==> config.mk <==
export PLATFORM = sky130hd
export DESIGN_NAME = irq_agg
export DESIGN_NICKNAME = d
export VERILOG_FILES = /design/src/rtl/irq_agg_pkg.sv /design/src/rtl/irq_agg_bank.sv /design/src/rtl/irq_agg_regif.sv /design/src/rtl/irq_agg.sv
export SDC_FILE = /design/constraint.sdc
export NUM_CORES = 1
export LEC_CHECK = 0
export BUFFER_PORTS_ARGS = -buffer_cell sky130_fd_sc_hd__buf_2
export CAP_MARGIN = 20
export CORE_AREA = 5 5 95 97
export CTS_BUF_LIST = sky130_fd_sc_hd__clkbuf_8
export DETAILED_ROUTE_END_ITERATION = 10
export DIE_AREA = 0 0 100 102
export PLACE_DENSITY = 0.75
export SLEW_MARGIN = 0
export SYNTH_ARGS = -nofsm -noshare
export SYNTH_HDL_FRONTEND = slang
export SYNTH_SLANG_ARGS = --single-unit
==> constraint.sdc <==
create_clock -name clk_i -period 1.9 [get_ports clk_i]
set_input_delay 0.475 -clock clk_i [delete_from_list [all_inputs] [get_ports clk_i]]
set_output_delay 0.475 -clock clk_i [all_outputs]
set_load 0.005 [all_outputs]
==> src/rtl/irq_agg_pkg.sv <==
package irq_agg_pkg;
  parameter int unsigned BANK_W    = 8;
  parameter int unsigned NUM_BANKS = 3;
  parameter int unsigned SRC_W     = BANK_W * NUM_BANKS;
  parameter int unsigned ADDR_W    = 4;
  // base addresses of the three register groups
  parameter int unsigned STS_BASE  = 0;
  parameter int unsigned LINE_BASE = STS_BASE + NUM_BANKS;
  parameter int unsigned CAP_BASE  = LINE_BASE + NUM_BANKS;
  // positions that never record
  parameter logic [SRC_W-1:0] RSVD_BITS = SRC_W'(24'h80_1000);
endpackage

==> src/rtl/irq_agg_bank.sv <==
module irq_agg_bank #(
  parameter int unsigned       W    = 8,
  parameter logic [W-1:0]      RSVD = '0
) (
  input  logic         clk_i,
  input  logic         rst_ni,
  input  logic [W-1:0] src_i,
  input  logic         clr_i,
  input  logic         line_we_i,
  input  logic         cap_we_i,
  input  logic [W-1:0] wdata_i,
  output logic [W-1:0] status_o,
  output logic [W-1:0] line_mask_o,
  output logic [W-1:0] cap_mask_o,
  output logic         req_o
);
  logic [W-1:0] src_q, status_q, line_q, cap_q;
  logic [W-1:0] rise, capture;

  assign rise    = src_i & ~src_q;
  assign capture = rise & ~cap_q & ~RSVD;

  always_ff @(posedge clk_i or negedge rst_ni) begin
    if (!rst_ni) begin
      src_q    <= '0;
      status_q <= '0;
      line_q   <= '1;
      cap_q    <= '1;
    end else begin
      src_q    <= src_i;
      // new event wins over the clear
      status_q <= (clr_i ? '0 : status_q) | capture;
      if (line_we_i) line_q <= wdata_i;
      if (cap_we_i)  cap_q  <= wdata_i;
    end
  end

  assign status_o    = status_q;
  assign line_mask_o = line_q;
  assign cap_mask_o  = cap_q;
  assign req_o       = |(status_q & ~line_q);


  sticky_chk: assert property (@(posedge clk_i) disable iff (!rst_ni)
    !clr_i |=> ((status_q & $past(status_q)) == $past(status_q)));

  masked_hold_chk: assert property (@(posedge clk_i) disable iff (!rst_ni)
    (!clr_i && ((src_i & ~src_q & ~cap_q) == '0)) |=> (status_q == $past(status_q)));

  clear_chk: assert property (@(posedge clk_i) disable iff (!rst_ni)
    (clr_i && ((src_i & ~src_q) == '0)) |=> (status_q == '0));

  event_wins_chk: assert property (@(posedge clk_i) disable iff (!rst_ni)
    (clr_i && ((src_i & ~src_q & ~cap_q & ~RSVD) != '0)) |=> (status_q != '0));

  rsvd_zero_chk: assert property (@(posedge clk_i) disable iff (!rst_ni)
    ((status_q & RSVD) == '0));
endmodule

==> src/rtl/irq_agg_regif.sv <==
module irq_agg_regif #(
  parameter int unsigned W      = 8,
  parameter int unsigned NB     = 3,
  parameter int unsigned AW     = 4,
  parameter int unsigned STS_A  = 0,
  parameter int unsigned LINE_A = 3,
  parameter int unsigned CAP_A  = 6
) (
  input  logic                 wr_en_i,
  input  logic [AW-1:0]        addr_i,
  input  logic [NB-1:0][W-1:0] status_i,
  input  logic [NB-1:0][W-1:0] line_i,
  input  logic [NB-1:0][W-1:0] cap_i,
  output logic                 clr_o,
  output logic [NB-1:0]        line_we_o,
  output logic [NB-1:0]        cap_we_o,
  output logic [W-1:0]         rdata_o
);
  logic [NB-1:0] hit_sts, hit_line, hit_cap;

  for (genvar b = 0; b < NB; b++) begin : g_dec
    assign hit_sts[b]   = (addr_i == AW'(STS_A + b));
    assign hit_line[b]  = (addr_i == AW'(LINE_A + b));
    assign hit_cap[b]   = (addr_i == AW'(CAP_A + b));
    assign line_we_o[b] = wr_en_i & hit_line[b];
    assign cap_we_o[b]  = wr_en_i & hit_cap[b];
  end

  assign clr_o = wr_en_i & (|hit_sts);

  always_comb begin
    rdata_o = '0;
    for (int b = 0; b < NB; b++) begin
      if (hit_sts[b])  rdata_o = status_i[b];
      if (hit_line[b]) rdata_o = line_i[b];
      if (hit_cap[b])  rdata_o = cap_i[b];
    end
  end
endmodule

==> src/rtl/irq_agg.sv <==
module irq_agg
  import irq_agg_pkg::*;
(
  input  logic              clk_i,
  input  logic              rst_ni,
  input  logic [SRC_W-1:0]  src_i,
  input  logic              wr_en_i,
  input  logic [ADDR_W-1:0] addr_i,
  input  logic [BANK_W-1:0] wdata_i,
  output logic [BANK_W-1:0] rdata_o,
  output logic              irq_o
);
  logic [NUM_BANKS-1:0][BANK_W-1:0] status, line_mask, cap_mask;
  logic [NUM_BANKS-1:0]             line_we, cap_we, req;
  logic                             clr;

  irq_agg_regif #(
    .W(BANK_W), .NB(NUM_BANKS), .AW(ADDR_W),
    .STS_A(STS_BASE), .LINE_A(LINE_BASE), .CAP_A(CAP_BASE)
  ) u_regif (
    .wr_en_i  (wr_en_i),
    .addr_i   (addr_i),
    .status_i (status),
    .line_i   (line_mask),
    .cap_i    (cap_mask),
    .clr_o    (clr),
    .line_we_o(line_we),
    .cap_we_o (cap_we),
    .rdata_o  (rdata_o)
  );

  for (genvar b = 0; b < NUM_BANKS; b++) begin : g_bank
    irq_agg_bank #(
      .W(BANK_W), .RSVD(RSVD_BITS[b*BANK_W +: BANK_W])
    ) u_bank (
      .clk_i      (clk_i),
      .rst_ni     (rst_ni),
      .src_i      (src_i[b*BANK_W +: BANK_W]),
      .clr_i      (clr),
      .line_we_i  (line_we[b]),
      .cap_we_i   (cap_we[b]),
      .wdata_i    (wdata_i),
      .status_o   (status[b]),
      .line_mask_o(line_mask[b]),
      .cap_mask_o (cap_mask[b]),
      .req_o      (req[b])
    );
  end

  assign irq_o = |req;


  irq_needs_status_chk: assert property (@(posedge clk_i) disable iff (!rst_ni)
    irq_o |-> (status != '0));

  masks_closed_irq_chk: assert property (@(posedge clk_i) disable iff (!rst_ni)
    (&line_mask) |-> !irq_o);

  single_clear_chk: assert property (@(posedge clk_i) disable iff (!rst_ni)
    $onehot0({clr, |line_we, |cap_we}));
endmodule

# Word-level counts from Yosys, hierarchy flattened
# Index checks and enable logic that the tools add are counted.
totals:
  input_bits: 39
  register_bits: 95
  word_cells: 63
classes:
  bitwise: 28
  muxes: 12
  n_eq_ne: 8
  n_reduce_logical: 3
ops:
  columns: ["cell", "count"]
  rows:
  - ["$mux W8", 12]
  - ["$and A8 B8 Y8", 7]
  - ["$not A8 Y8", 7]
  - ["$reduce_or A24 Y1", 1]
  - ["$eq A4 B3 Y1 const B", 4]
  - ["$or A8 B8 Y8", 2]
  - ["$and A7 B7 Y7", 2]
  - ["$not A7 Y7", 2]
  - ["$eq A4 B2 Y1 const B", 2]
  - ["$or A8 B7 Y8", 1]
  - ["$and A1 B1 Y1", 7]
  - ["$eq A4 B1 Y1 const B", 1]
  - ["$eq A4 B4 Y1 const B", 1]
  - ["$logic_not A4 Y1", 1]
  - ["$reduce_or A3 Y1", 1]

# Logic depth before layout (Yosys ltp)
logic_depth:
  word_depth: 10
  mapped_depth: 7

# Hierarchy
# Synthesis repeated with hierarchy kept, for this count alone.
hier_totals:
  cells_unflattened: 405
  hier_area_um2: 4496.8
modules_own_cells:
  columns: ["module", "n_inst", "cells_per_inst", "area_each_um2"]
  rows:
  - ["irq_agg_bank (g_bank[1].u_bank ...)", 2, 82, 1116.1]
  - ["irq_agg_bank (g_bank[0].u_bank)", 1, 86, 1173.6]
  - ["irq_agg_regif", 1, 154, 1084.8]
  - ["irq_agg", 1, 1, 6.3]

# Least setup slack after synthesis
# No wires, ideal clock.
synth_path:
  kind: "input -> output"
  start: "in addr_i[0]"
  end: "out rdata_o[7]"
  path_stages: 5
  arrival_time_ns: 1.544
  path_slack_ns: -0.119
  required_time_ns: 1.425
  path_cell_list: "buf_6 > and3b_2 > a222oi_1 > a2111o_1 > a221oi_2"
synth_via:
  elab_chain_cells: 10
  word_cells_on_any_way: 18
  classes_between: "8 x eq/ne; 9 x mux; 1 x reduce/logical"
synth_rtl:
  columns: ["item", "line_no", "source"]
  rows:
  - ["start, declared", "irq_agg.sv:8", "input logic [ADDR_W-1:0] addr_i,"]
  - ["$logic_not A4 Y1", "irq_agg_regif.sv:22", "assign hit_sts[b] = (addr_i == AW'(STS_A + b));"]
  - ["$mux W8", "irq_agg_regif.sv:34", "if (hit_sts[b]) rdata_o = status_i[b];"]
  - ["$mux W8", "irq_agg_regif.sv:35", "if (hit_line[b]) rdata_o = line_i[b];"]
  - ["$mux W8", "irq_agg_regif.sv:36", "if (hit_cap[b]) rdata_o = cap_i[b];"]
  - ["$mux W8", "irq_agg_regif.sv:34", null]
  - ["$mux W8", "irq_agg_regif.sv:35", null]
  - ["$mux W8", "irq_agg_regif.sv:36", null]
  - ["$mux W8", "irq_agg_regif.sv:34", null]
  - ["$mux W8", "irq_agg_regif.sv:35", null]
  - ["$mux W8 *", "irq_agg_regif.sv:36", null]
  - ["end, declared", "irq_agg.sv:10", "output logic [BANK_W-1:0] rdata_o,"]
# Mark *: on every way between the ends. The rest lies on a longest branch, timed or not.

# Worst setup path in the final report
layout_path:
  start: "reg g_bank[0].u_bank.line_q[7]"
  end: "out rdata_o[7]"
layout_via:
  elab_chain_cells: 8
layout_rtl:
  columns: ["item", "line_no", "source"]
  rows:
  - ["start, declared", "irq_agg_bank.sv:17", "logic [W-1:0] src_q, status_q, line_q, cap_q;"]
  - ["start signal, assigned", "irq_agg_bank.sv:33", "if (line_we_i) line_q <= wdata_i;"]
  - ["$mux W8", "irq_agg_regif.sv:35", null]
  - ["$mux W8", "irq_agg_regif.sv:36", null]
  - ["$mux W8", "irq_agg_regif.sv:34", null]
  - ["$mux W8", "irq_agg_regif.sv:35", null]
  - ["$mux W8", "irq_agg_regif.sv:36", null]
  - ["$mux W8", "irq_agg_regif.sv:34", null]
  - ["$mux W8", "irq_agg_regif.sv:35", null]
  - ["$mux W8", "irq_agg_regif.sv:36", null]
# No other way between the ends.

==> flow_summary.yaml <==
status:
  status: "finished, violations left"
  violations: "negative setup slack"
finish:
  final_cell_area_mm2: 0.00544
  layout-drive-gt1-share: 0.557
  fill_cells: 616
  utilization: 0.675
  multi_input_area_mm2: 0.00194
  syn2layout_area_growth_pct: 25.0
  area.sequential_mm2: 0.00236
  antennaDiodeCount: 0
  nNetsFinal: 499
synth:
  yosysWarnings: 0
  synth.largest_area_cell: "dfstp_2"
  synth_area_leaders: "dfstp_2 (29%), dfrtp_1 (25%), mux2_2 (13%)"
  syn_area_per_cell_um2: 12.0
  synth.distinct_cells: 59
  synth_ff_type: "dfstp_2"
  syn_area_mm2: 0.00435
  synth_top_area_share: 0.290
  yosysSeqAreaShare: 0.543
  syn-instance-count: 363
  synth-edff-count: 0
  async_reset_ff_frac: 1.00
  ys_ff_latch: 92
  yosysMostFrequentCell: "mux2_2"
  syn-num-nets: 402
  synthTopCellsByCount: "mux2_2 (51), dfstp_2 (48), dfrtp_1 (44)"
placed_design:
  port_buffers: 45
  gp_congestion: 0.932
  dp_slack_ps: -367
  dp_hpwl_um: 7870
  place_area_mm2: 0.00504
critical_path:
  worstPathCellList: "nand2b_1 -> a222oi_1 -> a2111o_1 -> a221oi_2 -> buf_2"
  r2r_slack_ps: 940
  cpPeakStageDelay_ps: 530
  arrival_ps: 1780
  end_kind: "primary output"
  slowest_stage: "dfstp_2"
  crit_path_start_kind: "register"
  critPathTopFamily: "compound AO/OA/AOI/OAI gates"
  crit_type: "register to primary output"
  crit_buf_inv: 1
  cp.required_ps: 1420
  path_max_fanout: 2
timing:
  setup_viol: 9
  fin_crit_sh: 1.18
  setup_slack_ps: -350
  slew_violations: 0
  fin_worst_skew_ps: 15.5
  slew_headroom: 0.733
  fmax_mhz: 444
  period_needed_ps: 2250
  setup_tns_ps: -2340
  hold_viol_final: 0
  worst_slew_pin_slew_ps: 400
  rsz0062_at_grt: "true"
floorplan:
  die_w_um: 100
  start_util: 0.540
  core_area_mm2: 0.00805
  dieArea_mm2: 0.0102
  fp.dieH_um: 102
  io_pins: 48
  rows: 33
route:
  drc_errors: 0
  firstDrtPassIters: 4
  routed_wl_um: 10800
  num_vias: 3222
  avgViaCountPerCell: 5.65
  wl_per_cell_um: 18.9
  drt_iter0_markers: 324
  ant_nets: 0
clock_network:
  hold_buffers: 0
  clk_path_buf_depth: 2
  cts_tree: "built"
  cts-root-buf: "clkbuf_8"
  cts_max_level: 3
  cts_sinks: 92
  path_clk_slew_ps: 100
  clkLatencyLatePin_ps: 380
  cts_made_buffers: 9
power:
  power_mw: 5.12
  peakVddDrop_mv: 0.566
  leakagePower_nw: 2.43
  p_per_area_mw_per_mm2: 943
worst_hold_path:
  hold_class: "input port to async pin"
global_route:
  grt_pass1_wl_um: 17500
  grt_pass1_vias: 3392
  grt_overflow_total: 0
  antenna_found_initial: 0
  grt_start_max_net_pins: 34
  grt.total_usage: 0.223
flow_run:
  drv_cap: 0
==> final timing paths <==
check | start | endpoint | cells past startpoint
max in group asynchronous | rst_ni | g_bank[2].u_bank.line_mask_o[0]$_DFFE_PN1P_ | 2
setup / recovery | g_bank[0].u_bank.line_mask_o[7]$_DFFE_PN1P_ | rdata_o[7] | 5
hold / removal | rst_ni | g_bank[2].u_bank.status_o[3]$_DFF_PN0_ | 1
min in group clk_i | src_i[3] | g_bank[0].u_bank.src_q[3]$_DFF_PN0_ | 1
setup reg to reg | g_bank[0].u_bank.cap_mask_o[2]$_DFFE_PN1P_ | g_bank[0].u_bank.status_o[2]$_DFF_PN0_ | 3
hold reg to reg | g_bank[2].u_bank.src_q[3]$_DFF_PN0_ | g_bank[2].u_bank.status_o[3]$_DFF_PN0_ | 2
==> kinds of logic (layout without fill, tap and decap cells) <==
| logic type | after synthesis | count (layout) | synth area share |
|---|---|---|---|
| flops | 92 | 92 | 0.543 |
| buf+inv | 36 | 138 | 0.0417 |
| simple gates | 99 | 99 | 0.132 |
| compound gates | 81 | 81 | 0.134 |
| mux | 54 | 54 | 0.148 |
| xor+xnor | 1 | 1 | 0.00201 |
==> where the power goes <==
group          leakage [nW]  total [mW]  internal [mW]  switching (mW)
logic                  1.34        1.16          0.657           0.503
clock network        0.0907        1.19          0.497           0.688
registers             0.994        2.78           2.49           0.284
==> cell usage in the layout (no fill, tap or decap), types with 2 or more instances in the layout <==
cell type	Yosys	layout
a21o_1	4	4
a21oi_1	9	9
a221o_1	3	3
a221oi_2	1	4
a22o_1	10	10
a31oi_1	3	3
buf_12	0	5
buf_2	7	41
buf_4	2	50
buf_6	4	4
buf_8	0	2
clkbuf_8	0	10
clkinv_2	0	2
clkinvlp_4	0	2
dfrtp_1	44	44
dfstp_2	48	48
inv_1	18	20
mux2_2	51	50
mux4_2	3	3
nand2_1	25	22
nand2_2	2	5
nand2b_1	27	22
nand2b_4	0	5
nand3_1	4	4
nor2_1	11	11
nor2_2	4	4
nor2b_1	3	2
nor3_1	3	3
nor3_4	2	2
nor3b_1	3	3
o211ai_1	2	2
o21ai_0	17	16
o221ai_2	0	3
o22a_1	2	2
o22ai_1	11	11
==> per-layer routing <==
metal  share of wire  up-vias  GRT usage  wire length, µm
li1                -     1501          -                -
met1            0.44     1614      0.307             4720
met2            0.50       90      0.366             5350
met3           0.046       17     0.0464              497
met4           0.021        0     0.0580              228
met5               0        -          0                0
==> layout make-up <==
cell class / instances / area share
clock inverters: 6 / 0.00599
flip-flops and latches: 92 / 0.435
clock buffers: 10 / 0.0253
repair buffers: 102 / 0.139
well taps: 105 / 0.0242
multi-input cells: 235 / 0.357
inverters: 20 / 0.0138
==> through the flow <==
stage	hold slack [ps]	instances
2_1_floorplan	179	363
3_3_place_gp	427	546
3_5_place_dp	427	546
4_1_cts	17.8	570
5_1_grt	32.9	570
6_report	10.5	570
==> registers in the layout, summed over array words and instances, names as in the netlist <==
register / flops
g_bank.u_bank.status_o: 22
g_bank.u_bank.cap_mask_o: 24
g_bank.u_bank.line_mask_o: 24
g_bank.u_bank.src_q: 22
==> what timing repair did <==
action                     4_1_cts  5_1_grt
pin swaps                       21       12
gates resized for setup         27       11
setup endpoints to repair        9        9
buffers inserted                 8        0
(Power assumes the default switching activity.)
